[config.mk]
export PLATFORM = sky130hd
export DESIGN_NAME = rat_rename
export DESIGN_NICKNAME = d
export VERILOG_FILES = /design/src/rtl/rat_pkg.sv /design/src/rtl/rat_map_table.sv /design/src/rtl/rat_credit.sv /design/src/rtl/rat_rob_ring.sv /design/src/rtl/rat_rename.sv
export SDC_FILE = /design/constraint.sdc
export NUM_CORES = 2
export LEC_CHECK = 0
export BUFFER_PORTS_ARGS = -buffer_cell sky130_fd_sc_hd__buf_2
export CAP_MARGIN = 10
export CELL_PAD_IN_SITES_DETAIL_PLACEMENT = 2
export CELL_PAD_IN_SITES_GLOBAL_PLACEMENT = 2
export CORE_ASPECT_RATIO = 0.5
export CORE_UTILIZATION = 38
export DETAILED_ROUTE_END_ITERATION = 10
export PLACE_DENSITY_LB_ADDON = 0.15
export SLEW_MARGIN = 10
export SYNTH_ARGS = -nofsm -noshare
export SYNTH_HDL_FRONTEND = slang
export SYNTH_SLANG_ARGS = --single-unit
[constraint.sdc]
create_clock -name clk -period 3.7 [get_ports clk]
set_clock_uncertainty 0.2 [all_clocks]
set_input_delay 0.555 -clock clk [delete_from_list [all_inputs] [get_ports clk]]
set_output_delay 0.555 -clock clk [all_outputs]
set_load 0.01 [all_outputs]
[src/rtl/rat_pkg.sv]
`timescale 1ns/1ps
package rat_pkg;
  typedef enum logic [1:0] {
    MEM_NONE  = 2'b00,
    MEM_LOAD  = 2'b01,
    MEM_STORE = 2'b10
  } mem_kind_e;

  function automatic int wrap_idx(input int base, input int inc, input int depth);
    int s;
    s = base + inc;
    if (s >= depth) s = s - depth;
    return s;
  endfunction
endpackage

[src/rtl/rat_map_table.sv]
`timescale 1ns/1ps
module rat_map_table #(
  parameter int NREG  = 8,
  parameter int TAG_W = 6,
  parameter int NWR   = 3,
  parameter int NRD   = 6,
  localparam int RW   = $clog2(NREG)
) (
  input  logic               clk,
  input  logic               rst_n,
  input  logic               reset_all,
  input  logic [NWR-1:0]     wr_en,
  input  logic [NWR*RW-1:0]  wr_reg,
  input  logic [NWR*TAG_W-1:0] wr_tag,
  input  logic               clr_en,
  input  logic [RW-1:0]      clr_reg,
  input  logic [TAG_W-1:0]   clr_tag,
  input  logic [NRD*RW-1:0]  rd_reg,
  output logic [NRD-1:0]     rd_inrob,
  output logic [NRD*TAG_W-1:0] rd_tag
);
  logic [NREG-1:0]  inrob_q, inrob_d;
  logic [TAG_W-1:0] tag_q [NREG];
  logic [TAG_W-1:0] tag_d [NREG];

  // next state: retirement clear first, then group writes in lane order
  always_comb begin
    for (int r = 0; r < NREG; r++) begin
      inrob_d[r] = inrob_q[r];
      tag_d[r]   = tag_q[r];
      if (clr_en && clr_reg == RW'(r) && inrob_q[r] && tag_q[r] == clr_tag)
        inrob_d[r] = 1'b0;
      for (int k = 0; k < NWR; k++) begin
        if (wr_en[k] && wr_reg[k*RW +: RW] == RW'(r)) begin
          inrob_d[r] = 1'b1;
          tag_d[r]   = wr_tag[k*TAG_W +: TAG_W];
        end
      end
    end
  end

  always_ff @(posedge clk or negedge rst_n) begin
    if (!rst_n) begin
      inrob_q <= '0;
      for (int r = 0; r < NREG; r++) tag_q[r] <= '0;
    end else if (reset_all) begin
      inrob_q <= '0;
    end else begin
      inrob_q <= inrob_d;
      for (int r = 0; r < NREG; r++) tag_q[r] <= tag_d[r];
    end
  end

  // reads see a same-cycle retirement clear
  always_comb begin
    for (int i = 0; i < NRD; i++) begin
      rd_inrob[i] = inrob_q[rd_reg[i*RW +: RW]] &&
                    !(clr_en && clr_reg == rd_reg[i*RW +: RW] &&
                      tag_q[rd_reg[i*RW +: RW]] == clr_tag);
      rd_tag[i*TAG_W +: TAG_W] = tag_q[rd_reg[i*RW +: RW]];
    end
  end
endmodule

[src/rtl/rat_credit.sv]
`timescale 1ns/1ps
module rat_credit #(
  parameter int DEPTH = 20,
  parameter int TW    = 2,
  localparam int CW   = $clog2(DEPTH + 1)
) (
  input  logic          clk,
  input  logic          rst_n,
  input  logic          refill,
  input  logic [TW-1:0] take,
  input  logic [TW-1:0] give,
  output logic [CW-1:0] avail
);
  always_ff @(posedge clk or negedge rst_n) begin
    if (!rst_n)      avail <= CW'(DEPTH);
    else if (refill) avail <= CW'(DEPTH);
    else             avail <= avail - CW'(take) + CW'(give);
  end
endmodule

[src/rtl/rat_rob_ring.sv]
`timescale 1ns/1ps
module rat_rob_ring import rat_pkg::*; #(
  parameter int DEPTH  = 40,
  parameter int G      = 3,
  parameter int INFO_W = 5,
  localparam int TAG_W = $clog2(DEPTH),
  localparam int CW    = $clog2(DEPTH + 1),
  localparam int GW    = $clog2(G + 1)
) (
  input  logic                clk,
  input  logic                rst_n,
  input  logic                flush,
  input  logic [G-1:0]        alloc_we,
  input  logic [G*TAG_W-1:0]  alloc_tag,
  input  logic [G*INFO_W-1:0] alloc_info,
  input  logic [GW-1:0]       alloc_cnt,
  input  logic                ret_en,
  output logic [TAG_W-1:0]    tail,
  output logic [TAG_W-1:0]    head,
  output logic [CW-1:0]       count,
  output logic [INFO_W-1:0]   head_info,
  output logic                ret_fire
);
  logic [INFO_W-1:0] info_q [DEPTH];

  assign ret_fire  = ret_en && (count != '0) && !flush;
  assign head_info = info_q[head];

  always_ff @(posedge clk) begin
    for (int k = 0; k < G; k++)
      if (alloc_we[k]) info_q[alloc_tag[k*TAG_W +: TAG_W]] <= alloc_info[k*INFO_W +: INFO_W];
  end

  always_ff @(posedge clk or negedge rst_n) begin
    if (!rst_n) begin
      tail <= '0; head <= '0; count <= '0;
    end else if (flush) begin
      tail <= '0; head <= '0; count <= '0;
    end else begin
      tail  <= TAG_W'(wrap_idx(int'(tail), int'(alloc_cnt), DEPTH));
      head  <= ret_fire ? TAG_W'(wrap_idx(int'(head), 1, DEPTH)) : head;
      count <= count + CW'(alloc_cnt) - CW'(ret_fire);
    end
  end
endmodule

[src/rtl/rat_rename.sv]
`timescale 1ns/1ps
module rat_rename import rat_pkg::*; #(
  parameter int G         = 3,
  parameter int ROB_DEPTH = 40,
  parameter int NREG      = 8,
  parameter int RS_DEPTH  = 20,
  parameter int LB_DEPTH  = 16,
  parameter int SB_DEPTH  = 12,
  localparam int TAG_W    = $clog2(ROB_DEPTH),
  localparam int RW       = $clog2(NREG),
  localparam int GW       = $clog2(G + 1)
) (
  input  logic               clk,
  input  logic               rst_n,
  input  logic               in_valid,
  output logic               in_ready,
  input  logic [G-1:0]       in_uop_vld,
  input  logic [G-1:0]       in_is_fp,
  input  logic [G-1:0]       in_dst_en,
  input  logic [G*RW-1:0]    in_dst,
  input  logic [G*RW-1:0]    in_src_a,
  input  logic [G*RW-1:0]    in_src_b,
  input  logic [G*2-1:0]     in_mem,
  input  logic               ret_en,
  input  logic [GW-1:0]      rs_release,
  input  logic               lb_release,
  input  logic               sb_release,
  input  logic               mispredict,
  input  logic               core_drained,
  output logic               out_valid,
  output logic [G-1:0]       out_uop_vld,
  output logic [G*TAG_W-1:0] out_tag,
  output logic [G*TAG_W-1:0] out_a_tag,
  output logic [G-1:0]       out_a_rdy,
  output logic [G*TAG_W-1:0] out_b_tag,
  output logic [G-1:0]       out_b_rdy,
  output logic               recovering
);
  localparam int RCW    = $clog2(ROB_DEPTH + 1);
  localparam int INFO_W = RW + 2;
  localparam int NRD    = 2 * G;
  localparam int RS_CW  = $clog2(RS_DEPTH + 1);
  localparam int LB_CW  = $clog2(LB_DEPTH + 1);
  localparam int SB_CW  = $clog2(SB_DEPTH + 1);

  logic [GW-1:0]        n_uops, n_ld, n_st;
  logic [G*TAG_W-1:0]   slot_tag;
  logic [TAG_W-1:0]     tail, head;
  logic [RCW-1:0]       rob_count;
  logic [INFO_W-1:0]    head_info;
  logic                 ret_fire, accept, flush, recovering_q, fits;
  logic [RS_CW-1:0]     rs_avail;
  logic [LB_CW-1:0]     lb_avail;
  logic [SB_CW-1:0]     sb_avail;
  logic [G*INFO_W-1:0]  alloc_info;
  logic [G-1:0]         alloc_we;
  logic [NRD*RW-1:0]    rd_reg;
  logic [NRD-1:0]       rd_inrob_f [2];
  logic [NRD*TAG_W-1:0] rd_tag_f   [2];
  logic [G-1:0]         wr_en_f    [2];
  logic [1:0]           clr_en_f;
  logic [NRD-1:0]       src_inrob;
  logic [NRD*TAG_W-1:0] src_tag;

  // group census and slot assignment
  always_comb begin
    int off;
    off = 0;
    n_uops = '0; n_ld = '0; n_st = '0;
    slot_tag = '0;
    for (int k = 0; k < G; k++) begin
      slot_tag[k*TAG_W +: TAG_W] = TAG_W'(wrap_idx(int'(tail), off, ROB_DEPTH));
      if (in_uop_vld[k]) begin
        off    = off + 1;
        n_uops = n_uops + GW'(1);
        if (in_mem[k*2 +: 2] == MEM_LOAD)  n_ld = n_ld + GW'(1);
        if (in_mem[k*2 +: 2] == MEM_STORE) n_st = n_st + GW'(1);
      end
    end
  end

  assign fits = (ROB_DEPTH - int'(rob_count) >= int'(n_uops)) &&
                (int'(rs_avail) >= int'(n_uops)) &&
                (int'(lb_avail) >= int'(n_ld)) &&
                (int'(sb_avail) >= int'(n_st));
  assign in_ready   = !recovering_q && !mispredict && fits;
  assign accept     = in_valid && in_ready;
  assign flush      = recovering_q && core_drained;
  assign recovering = recovering_q;

  always_ff @(posedge clk or negedge rst_n) begin
    if (!rst_n)          recovering_q <= 1'b0;
    else if (flush)      recovering_q <= 1'b0;
    else if (mispredict) recovering_q <= 1'b1;
  end

  // ring of in-flight slots with per-slot destination info
  always_comb begin
    for (int k = 0; k < G; k++) begin
      alloc_we[k] = accept && in_uop_vld[k];
      alloc_info[k*INFO_W +: INFO_W] = {in_dst_en[k], in_is_fp[k], in_dst[k*RW +: RW]};
    end
  end

  rat_rob_ring #(.DEPTH(ROB_DEPTH), .G(G), .INFO_W(INFO_W)) u_ring (
    .clk(clk), .rst_n(rst_n), .flush(flush),
    .alloc_we(alloc_we), .alloc_tag(slot_tag), .alloc_info(alloc_info),
    .alloc_cnt(accept ? n_uops : GW'(0)), .ret_en(ret_en),
    .tail(tail), .head(head), .count(rob_count),
    .head_info(head_info), .ret_fire(ret_fire)
  );

  // allocation credits
  rat_credit #(.DEPTH(RS_DEPTH), .TW(GW)) u_rs_credit (
    .clk(clk), .rst_n(rst_n), .refill(flush),
    .take(accept ? n_uops : GW'(0)), .give(rs_release), .avail(rs_avail)
  );
  rat_credit #(.DEPTH(LB_DEPTH), .TW(GW)) u_lb_credit (
    .clk(clk), .rst_n(rst_n), .refill(flush),
    .take(accept ? n_ld : GW'(0)), .give(GW'(lb_release)), .avail(lb_avail)
  );
  rat_credit #(.DEPTH(SB_DEPTH), .TW(GW)) u_sb_credit (
    .clk(clk), .rst_n(rst_n), .refill(flush),
    .take(accept ? n_st : GW'(0)), .give(GW'(sb_release)), .avail(sb_avail)
  );

  // read ports: lane k source a on port 2k, source b on port 2k+1
  always_comb begin
    for (int k = 0; k < G; k++) begin
      rd_reg[(2*k)*RW +: RW]   = in_src_a[k*RW +: RW];
      rd_reg[(2*k+1)*RW +: RW] = in_src_b[k*RW +: RW];
    end
  end

  // one alias table per register file
  for (genvar f = 0; f < 2; f++) begin : g_file
    always_comb begin
      for (int k = 0; k < G; k++)
        wr_en_f[f][k] = accept && in_uop_vld[k] && in_dst_en[k] && (in_is_fp[k] == f[0]);
      clr_en_f[f] = ret_fire && head_info[INFO_W-1] && (head_info[INFO_W-2] == f[0]);
    end

    rat_map_table #(.NREG(NREG), .TAG_W(TAG_W), .NWR(G), .NRD(NRD)) u_map (
      .clk(clk), .rst_n(rst_n), .reset_all(flush),
      .wr_en(wr_en_f[f]), .wr_reg(in_dst), .wr_tag(slot_tag),
      .clr_en(clr_en_f[f]), .clr_reg(head_info[RW-1:0]), .clr_tag(head),
      .rd_reg(rd_reg), .rd_inrob(rd_inrob_f[f]), .rd_tag(rd_tag_f[f])
    );
  end

  // source resolution with bypass from earlier lanes of the group
  always_comb begin
    for (int k = 0; k < G; k++) begin
      for (int s = 0; s < 2; s++) begin
        src_inrob[2*k+s] = rd_inrob_f[in_is_fp[k]][2*k+s];
        src_tag[(2*k+s)*TAG_W +: TAG_W] = rd_tag_f[in_is_fp[k]][(2*k+s)*TAG_W +: TAG_W];
        for (int j = 0; j < G; j++) begin
          if (j < k && in_uop_vld[j] && in_dst_en[j] && in_is_fp[j] == in_is_fp[k] &&
              in_dst[j*RW +: RW] == rd_reg[(2*k+s)*RW +: RW]) begin
            src_inrob[2*k+s] = 1'b1;
            src_tag[(2*k+s)*TAG_W +: TAG_W] = slot_tag[j*TAG_W +: TAG_W];
          end
        end
      end
    end
  end

  // registered result
  always_ff @(posedge clk or negedge rst_n) begin
    if (!rst_n) begin
      out_valid   <= 1'b0;
      out_uop_vld <= '0;
      out_tag     <= '0;
      out_a_tag   <= '0;
      out_b_tag   <= '0;
      out_a_rdy   <= '0;
      out_b_rdy   <= '0;
    end else begin
      out_valid <= accept;
      if (accept) begin
        out_uop_vld <= in_uop_vld;
        out_tag     <= slot_tag;
        for (int k = 0; k < G; k++) begin
          out_a_tag[k*TAG_W +: TAG_W] <= src_tag[(2*k)*TAG_W +: TAG_W];
          out_b_tag[k*TAG_W +: TAG_W] <= src_tag[(2*k+1)*TAG_W +: TAG_W];
          out_a_rdy[k] <= !src_inrob[2*k];
          out_b_rdy[k] <= !src_inrob[2*k+1];
        end
      end
    end
  end
endmodule

==> results_dict.tcl <==
set metrics [dict create \
    postRouteAntennaNets 0 \
    yosysSeqAreaShare_pct 32.3 \
    clk_path_buf_depth 3 \
    fin_crit_ns 4.40 \
    async_flop_share_pct 51.1 \
    routed_via_density 6.98 \
    ir_drop_mv 0.333 \
    ys_top_cells_by_count "mux2i_1 (340), nand2_1 (322), nor2_1 (308)" \
    clk_latency_ns 0.70 \
    yosysUniqueCellTypes 81 \
    worst_r2r_endpoint "g_file[1].u_map.tag_q[2]" \
    cts_buffers 46 \
    path_clk_slew_ns 0.08 \
    hpwl_mm 122 \
    grt.total_usage_pct 37.7 \
    critPathBufInv 7 \
    synth_top_cell_area_share_pct 17.3 \
    worst-path-max-fanout 5 \
    cts-root-buf "clkbuf_16" \
    ff2ff_path_depth 15 \
    path_cells "buf_8, clkinvlp_4, nor3b_2, ha_1, mux2i_2, nor2_1, xor2_1, ha_1, a21oi_2, o21ai_2, nand4_1, buf_4, buf_6, buf_12, buf_12, buf_8, or4_4, o311a_4, nor4_2, a21o_1" \
    worst_slack_ns -0.700 \
    required_ns 4.09 \
    synth.cell_area_um2 34800 \
    start_kind "input pin" \
    port_buffers 117 \
    core_area_um2 89400 \
    antenna_found_initial 6 \
    hold_path_class "input pin to flip-flop" \
    hold_depth 3 \
    yosys.cell_count.top_type "mux2i_1" \
    h-tree-depth 2 \
    syn_inst 3586 \
    clock_sinks 409 \
    dr.pass1.iters 7 \
    io_pins 118 \
    rows 77 \
    holdCritStartpoint "mispredict" \
    drv_cap 0 \
    synth_edf_count 200 \
    final_nets 4210 \
    drtIter0Drc 4489 \
    synth_area_leader_cell "edfxtp_1" \
    report.final.slew_viol_count 0 \
    vias 37100 \
    min_to "recovering" \
    fin_setup_tns_ns -193.94 \
    cts_tree "yes" \
    routed_wl_mm 208 \
    critPathSlowestCell "or4_4" \
    drc 0 \
    ys_top_cells_by_area "edfxtp_1 (17%), dfrtp_1 (15%), mux4_2 (13%), mux2i_1 (9.8%), a21oi_1 (4.0%)" \
    grt-ovfl-total 0 \
    drive_gt1_share_pct 38.8 \
    path_depth 20 \
    power_mw 21.8 \
    power_density_nw_per_um2 474 \
    die_w_um 430 \
    wire_per_inst_um 39.2 \
    r2r-start "u_ring.count[4]" \
    die-height_um 216 \
    syn_area_per_cell_um2 9.69 \
    rsz0062_at_grt "true" \
    worstMarginPinSlew_ns 1.13 \
    fin_util_pct 51.5 \
    regToRegSetupSlack_ns -0.57 \
    start_util_pct 38.9 \
    yosys_register_bits 409 \
    synthesis.nets 3707 \
    setup_viol 541 \
    ys.warnings.count 0 \
    grt_pass1_vias 37300 \
    p_leak_nw 18.9 \
    violations "negative setup slack" \
    fp.dieArea_um2 92700 \
    grt_max_degree 107 \
    synth_flop_cell "dfrtp_1" \
    slew_headroom_pct 24.9 \
    period_share_pct 119 \
    max_stage_delay_ns 0.59 \
    syn2layout_area_growth_pct 32.5 \
    place_congestion 0.935 \
    cp-end-kind "flip-flop" \
    path_class "input pin to flip-flop" \
    grt_pass1_wl_mm 258 \
    hold_violations 0 \
    status "finished with violations" \
    timing.fmax_mhz 227 \
    crit_family "simple AND/OR/NAND/NOR gates" \
    cp.arrival_ns 4.79 \
]
power breakdown:
group	switching, mW	internal [mW]
Sequential	0.759	5.24
Clock	2.44	2.77
Combinational	6.44	4.18
Total	9.64	12.2
final cells by class:
cell class,count,area [um2]
fill,8879,43400
multi-input combinational,2728,24000
sequential,409,11300
timing repair buffer,816,7390
tap,1185,1480
clock buffer,55,1220
inverter,88,353
clock inverter,27,309
antenna,2,5.00
per-layer routing:
metal	track usage, %	vias up	share of wire, %	wire length [um]
met4	18.9	8	7.3	15100
met5	0	-	0.021	43
met3	7.26	946	10	21300
met1	48.3	19200	37	77500
li1	-	14300	-	-
met2	60.9	2613	45	94100
metrics by stage:
| step | worst slack, ns | hold WS [ns] | std cells | instance area [um2] |
|---|---|---|---|---|
| finish | -0.700 | 0.0384 | 5310 | 46000 |
| global route | -0.789 | 0.0522 | 5308 | 46000 |
| CTS | -0.334 | 0.0262 | 5177 | 42600 |
| detailed placement | -1.22 | 0.260 | 5051 | 40300 |
| global placement | -0.955 | 0.252 | 5051 | 40300 |
| floorplan | -0.806 | 0.0594 | 3586 | 35300 |
worst max path at each step:
stage / startpoint / to / slack (ns)
2_1_floorplan: in_uop_vld[0] / u_ring.count[5] / -0.81
3_3_place_gp: in_uop_vld[0] / u_ring.count[5] / -0.95
3_5_place_dp: in_uop_vld[0] / u_ring.tail[4] / -1.22
4_1_cts: in_uop_vld[0] / u_ring.count[5] / -0.33
5_1_grt: in_uop_vld[0] / u_ring.info_q[28][2] / -0.79
6_report: in_uop_vld[0] / g_file[1].u_map.tag_q[2] / -0.70
sequential cells by signal, summed over array words and instances (netlist names), 3 cells and up:
register and count:
u_ring.info_q 200, g_file.u_map.tag_q 96, out_a_tag 18, out_b_tag 18, out_tag 18, g_file.u_map.inrob_q 16
u_ring.count 6, u_ring.head 6, u_ring.tail 6, u_lb_credit.avail 5, u_rs_credit.avail 5, u_sb_credit.avail 4
out_a_rdy 3, out_b_rdy 3, out_uop_vld 3
placed cells by master (no fill, tap or decap), types with 22 or more instances in the layout:
cell,n
buf_4,479
mux2i_1,311
nand2_1,298
nor2_1,233
edfxtp_1,200
a21oi_1,199
mux4_2,198
dfrtp_1,198
xnor2_1,150
o21ai_0,144
buf_2,125
buf_6,119
nand4_1,93
xor2_1,81
a21oi_2,73
o211ai_1,67
buf_12,66
inv_1,64
clkbuf_16,58
nor2_4,52
mux2_2,52
nand3_1,49
o21ai_1,46
ha_1,46
nor3_1,34
a21o_1,33
nor4_4,27
a22oi_1,27
o21ai_2,26
and3_1,26
nor2b_1,25
and2_1,24
nor2_2,23
mux2i_2,22
cell families after synthesis:
| logic type | Yosys count | share of synthesized area, % |
|---|---|---|
| multiplexers | 595 | 24.5 |
| flip-flops | 409 | 32.3 |
| AO/OA/AOI/OAI | 746 | 12.9 |
| AND/OR/NAND/NOR | 1076 | 16.1 |
| XOR/XNOR | 240 | 6.25 |
| adder cells (fa/ha/maj) | 70 | 2.66 |
| buffers and inverters | 450 | 5.25 |
tightest hold or removal path: cells and delay by family:
| family | cells | cell delay (ns) |
|---|---|---|
| and+or+nand+nor | 2 | 0.24 |
| buffers and inverters | 1 | 0.09 |
timing repair:
item / CTS / global route
buffers inserted: 43 / 103
hold endpoints to repair: 68 / 0
hold buffers: 1 / 0
gates cloned: 0 / 36
pin swaps: 45 / 152
setup endpoints to repair: 458 / 536
gates resized for setup: 99 / 588
Note: power is estimated with default switching activity, not from simulation.
